File: config.mk
export PLATFORM = sky130hd
export DESIGN_NAME = mbank_mem
export DESIGN_NICKNAME = d
export VERILOG_FILES = /design/src/rtl/mbank_pkg.sv /design/src/rtl/mbank_bank.sv /design/src/rtl/mbank_rsp_pipe.sv /design/src/rtl/mbank_mem.sv
export SDC_FILE = /design/constraint.sdc
export NUM_CORES = 2
export LEC_CHECK = 0
export BUFFER_PORTS_ARGS = -buffer_cell sky130_fd_sc_hd__buf_2
export CAP_MARGIN = 40
export CORE_MARGIN = 2
export CORE_UTILIZATION = 55
export CTS_CLUSTER_SIZE = 14
export DETAILED_ROUTE_END_ITERATION = 8
export PLACE_DENSITY_LB_ADDON = 0.12
export SLEW_MARGIN = 5
export SYNTH_ARGS = -nofsm -noshare
export SYNTH_HDL_FRONTEND = slang
export SYNTH_SLANG_ARGS = --single-unit
File: constraint.sdc
create_clock -name clk_i -period 2.8 [get_ports clk_i]
set_input_delay 0.56 -clock clk_i [delete_from_list [all_inputs] [get_ports clk_i]]
set_output_delay 0.56 -clock clk_i [all_outputs]
set_load 0.005 [all_outputs]
File: src/rtl/mbank_pkg.sv
package mbank_pkg;
  typedef enum logic {
    OP_READ  = 1'b0,
    OP_WRITE = 1'b1
  } mem_op_e;
endpackage

File: src/rtl/mbank_bank.sv
module mbank_bank #(
  parameter int DW   = 16,
  parameter int ROWS = 8,
  parameter int LAT  = 6,
  localparam int RW   = $clog2(ROWS),
  localparam int CNTW = $clog2(LAT) + 1
) (
  input  logic          clk_i,
  input  logic          rst_ni,
  input  logic          sel_i,
  input  logic          we_i,
  input  logic [RW-1:0] row_i,
  input  logic [DW-1:0] wdata_i,
  output logic [DW-1:0] rdata_o,
  output logic          free_o
);
  import mbank_pkg::*;

  logic [DW-1:0]   mem_q [ROWS];
  logic [CNTW-1:0] busy_q;
  mem_op_e         op;

  assign op      = mem_op_e'(we_i);
  assign free_o  = (busy_q == '0);
  assign rdata_o = mem_q[row_i];

  // load LAT-1 so the same bank is accepted again LAT cycles later
  always_ff @(posedge clk_i or negedge rst_ni) begin
    if (!rst_ni) busy_q <= '0;
    else if (sel_i) busy_q <= CNTW'(LAT - 1);
    else if (busy_q != '0) busy_q <= busy_q - 1'b1;
  end

  always_ff @(posedge clk_i or negedge rst_ni) begin
    if (!rst_ni) begin
      for (int r = 0; r < ROWS; r++) mem_q[r] <= '0;
    end else if (sel_i && op == OP_WRITE) begin
      mem_q[row_i] <= wdata_i;
    end
  end
endmodule

File: src/rtl/mbank_rsp_pipe.sv
module mbank_rsp_pipe #(
  parameter int W   = 20,
  parameter int LAT = 6
) (
  input  logic         clk_i,
  input  logic         rst_ni,
  input  logic         vld_i,
  input  logic [W-1:0] dat_i,
  output logic         vld_o,
  output logic [W-1:0] dat_o
);
  logic         vld_q [LAT];
  logic [W-1:0] dat_q [LAT];

  for (genvar s = 0; s < LAT; s++) begin : g_stage
    always_ff @(posedge clk_i or negedge rst_ni) begin
      if (!rst_ni) begin
        vld_q[s] <= 1'b0;
        dat_q[s] <= '0;
      end else if (s == 0) begin
        vld_q[s] <= vld_i;
        dat_q[s] <= dat_i;
      end else begin
        vld_q[s] <= vld_q[(s == 0) ? 0 : s-1];
        dat_q[s] <= dat_q[(s == 0) ? 0 : s-1];
      end
    end
  end

  assign vld_o = vld_q[LAT-1];
  assign dat_o = dat_q[LAT-1];
endmodule

File: src/rtl/mbank_mem.sv
module mbank_mem #(
  parameter int DW    = 16,
  parameter int NB    = 8,
  parameter int LAT   = 6,
  parameter int WORDS = 64,
  parameter int TW    = 4,
  parameter int CW    = 16,
  localparam int AW   = $clog2(WORDS),
  localparam int BW   = $clog2(NB),
  localparam int ROWS = WORDS / NB,
  localparam int RW   = $clog2(ROWS)
) (
  input  logic          clk_i,
  input  logic          rst_ni,
  input  logic          req_valid_i,
  output logic          req_ready_o,
  input  logic          req_we_i,
  input  logic [AW-1:0] req_addr_i,
  input  logic [DW-1:0] req_wdata_i,
  input  logic [TW-1:0] req_tag_i,
  output logic          rsp_valid_o,
  output logic [TW-1:0] rsp_tag_o,
  output logic [DW-1:0] rsp_rdata_o,
  output logic [CW-1:0] stall_cnt_o
);
  logic [BW-1:0] bank_sel;
  logic [RW-1:0] row_sel;
  logic [NB-1:0] bank_free, bank_hit;
  logic [DW-1:0] bank_rdata [NB];
  logic          accept;
  logic [CW-1:0] stall_q;

  assign bank_sel    = req_addr_i[BW-1:0];
  assign row_sel     = req_addr_i[AW-1:BW];
  assign req_ready_o = bank_free[bank_sel];
  assign accept      = req_valid_i && req_ready_o;

  for (genvar b = 0; b < NB; b++) begin : g_bank
    assign bank_hit[b] = accept && (bank_sel == BW'(b));
    mbank_bank #(.DW(DW), .ROWS(ROWS), .LAT(LAT)) i_bank (
      .clk_i   (clk_i),
      .rst_ni  (rst_ni),
      .sel_i   (bank_hit[b]),
      .we_i    (req_we_i),
      .row_i   (row_sel),
      .wdata_i (req_wdata_i),
      .rdata_o (bank_rdata[b]),
      .free_o  (bank_free[b])
    );
  end

  mbank_rsp_pipe #(.W(TW + DW), .LAT(LAT)) i_rsp (
    .clk_i  (clk_i),
    .rst_ni (rst_ni),
    .vld_i  (accept && !req_we_i),
    .dat_i  ({req_tag_i, bank_rdata[bank_sel]}),
    .vld_o  (rsp_valid_o),
    .dat_o  ({rsp_tag_o, rsp_rdata_o})
  );

  always_ff @(posedge clk_i or negedge rst_ni) begin
    if (!rst_ni) stall_q <= '0;
    else if (req_valid_i && !req_ready_o) stall_q <= stall_q + 1'b1;
  end

  assign stall_cnt_o = stall_q;
endmodule

==> out/results.tsv <==
metric	value	unit
peak supply drop	0.4928	mV
Port Buf Inserts	67	
multi-input logic area	0.02091	mm^2
P_sw	10430	uW
initial antenna violation count	10	
fin. max-slew vios	0	
post-synth top area cell	dfrtp_1	
First-pass DRT Iterations	6	
P_leak	0.03068	uW
Worst setup startpoint	g_bank[0].i_bank.busy_q[0]$_DFFE_PN0P_	
initial drt markers	3777	
top cells by count, synth	dfrtp_1, mux2_2, clkbuf_1	
first-pass GRT wire length	264.6	mm
share of layout cells above drive strength 1	0.4712	
H-tree level count	3	
Synth Instances	3780	
layout net count	4199	
via/cell ratio	6.513	
CP arrival	2.75	ns
ys flop type	dfrtp_1	
row cnt	113	
largest net degree at the start of global routing	104	
register area share after synthesis	0.5716	
Seq pwr share	0.467	
P&R area growth vs syn	19.58	%
CP Max Fanout	2	
failing checks	setup timing	
TritonCTS Sinks	1198	
CTS tree	done	
Yosys reg bits	1198	
asr flop ratio synth	1.000	
Logic pwr share	0.127	
Final Cycle Share	1.183	
Sequential Area	0.02998	mm^2
die height	312.8	um
Filler Cells Inserted	6877	
mean post-synth cell area	13.87	um^2
WL/cell	32.65	um
top cell type's share of synthesized area	0.5716	
CP required	2.24	ns
routability congestion estimate	0.9667	
sw frac	0.2555	
grt total ovfl	0	
kind of start point of the critical path	register	
Bufs on Longest Clock Path	3	
fin crit period	3.311	ns
Max Cap Violations	0	
WHS Path Cells	2	
Initial Util	0.5537	
vias in the first global route	37350	
core area	0.09473	mm^2
library cells used by synthesis	68	
Post-synth EDFFs	0	
Syn Std Cell Area	0.05245	mm^2
RSZ-0062 raised after global routing	yes	
hold_sp	req_we_i	
GRT Overall Usage	0.3728	
syn_nets	3819	
I/O pin count	68	
pwr dens	651.0	mW/mm^2
f_max	302.0	MHz
Setup CP Type	reg2out	
die area	0.09784	mm^2
Pwr Total	40830	uW
vias	35980	
count leader, synth	dfrtp_1	
post-DP HPWL	122.9	mm
worst slew pin tran	0.8823	ns
DRT antenna net count	0	
Power Internal	30400	uW
status	finished, violations left	
CTS root buf	clkbuf_16	
final setup fails	1	
Hold WC Path Type	in2reg	
Worst setup EP type	output pin	
die width	312.8	um
Critical R2R Launch	g_bank[0].i_bank.busy_q[0]$_DFFE_PN0P_	
total CTS buffers	121	
Post-Place Worst Slack	-0.5570	ns
worst reg2reg path depth	9	
Reg clk slew, reported paths	0.06	ns
Hold Fails Final Rpt	0	
Layout Skew	0.02550	ns
clock latency on the worst-skew pair	0.73	ns
final wirelength	180.4	mm
Clock power frac	0.406	
Area contributors post-synth	dfrtp_1, mux2_2, mux4_2, mux2i_1, a221oi_1	
final setup margin	-0.5114	ns
Ys Warns	0	
Slew headroom	0.3966	
DRC viols	0	
==> metal layers <==
metal	up-vias	wire length, um	share of wire	track usage
met5	-	55	0.00030	0
met4	8	8862	0.049	0.1645
met3	389	14940	0.083	0.07523
met2	1721	82090	0.46	0.5732
met1	19210	74430	0.41	0.5178
li1	14650	-	-	-
==> worst max-delay path: stages (launching register included) <==
cell and delay [ns]:
dfrtp_1 0.39, inv_2 0.09, ha_4 0.13, or3b_4 0.39, mux4_2 0.50, a211oi_4 0.30, buf_6 0.15, buf_6 0.08
==> per-stage QoR <==
| stage | util | std cells | hold WS, ns | setup TNS [ns] | cell area (um^2) |
|---|---|---|---|---|---|
| finish | 0.6621 | 5524 | 0.05415 | -0.5114 | 62720 |
| global route | 0.6620 | 5521 | 0.04835 | -0.6637 | 62710 |
| CTS | 0.6614 | 5515 | 0.006994 | -0.4949 | 62650 |
| detailed placement | 0.6162 | 5281 | 0.3347 | -50.68 | 58370 |
| global placement | 0.6158 | 5278 | 0.3312 | -45.93 | 58330 |
| floorplan | - | 3780 | 0.2644 | 0 | 52450 |
==> flip-flops by register name (all words and copies together) (netlist names) <==
register,flops
g_bank.i_bank.mem_q,1024
i_rsp.dat_q,100
g_bank.i_bank.busy_q,32
i_rsp.dat_o,20
stall_cnt_o,16
i_rsp.vld_q,5
i_rsp.vld_o,1
==> cell families (layout without fill, tap and decap cells) <==
group,count (synthesis),count (layout),share of synthesized area
mux,1283,1283,0.2868
flops,1198,1198,0.5716
compound gates,524,524,0.07252
buf+inv,381,856,0.03166
simple gates,362,362,0.03144
xor+xnor,23,23,0.003841
fa+ha+maj,9,9,0.002147
other cells,0,4,0
==> cell usage in the layout (no fill, tap or decap), types with 35 or more instances in the layout <==
master     netlist  layout
a21oi_1         79      79
a221oi_1        90      90
a22oi_1         64      64
buf_12           0     126
buf_2           94      62
buf_4           30     408
clkbuf_16        0     124
clkbuf_8         0      35
dfrtp_1       1198    1198
mux2_2        1087    1087
mux2i_1        129     129
mux4_2          67      67
nand2_1        100     100
nand3_1         39      39
nor2_1         136     133
o21ai_0         76      76
o22ai_1         39      39
==> power groups by stage <==
stage / clock, uW / combinational [uW] / sequential [uW]
global route: 17500 / 5520 / 19200
global placement: 0 / 4640 / 19300
CTS: 16800 / 5040 / 19000
detailed placement: 0 / 4830 / 19300
finish: 16600 / 5180 / 19100
floorplan: 0 / 2570 / 19100
==> final timing paths <==
kind                                                           to  slack (ns)
setup / recovery                                      req_ready_o       -0.51
hold / removal                           i_rsp.vld_q[5]$_DFF_PN0_        0.05
setup reg to reg                       stall_cnt_o[1]$_DFFE_PN0P_        0.07
hold reg to reg                             i_rsp.vld_o$_DFF_PN0_        0.34
max in group asynchronous  g_bank[1].i_bank.mem_q[56]$_DFFE_PN0P_        1.23
min in group asynchronous               i_rsp.dat_o[18]$_DFF_PN0_        0.37
==> layout make-up <==
class                      instances  share of cell area
timing repair buffer             607             0.09592
sequential                      1198              0.4780
antenna                            4           0.0001596
tap                             1265             0.02524
multi-input combinational       2201              0.3334
clock inverter                    39            0.007222
clock buffer                     179             0.05820
inverter                          31            0.001855
==> what timing repair did <==
action | 4_1_cts | 5_1_grt
gates cloned | 0 | 0
pin swaps | 1 | 1
endpoints found under the hold margin | 46 | 0
hold buffers | 5 | 0
gates resized for setup | 13 | 8
buffers inserted | 11 | 5
setup endpoints to repair | 1 | 1
(Power assumes the default switching activity.)
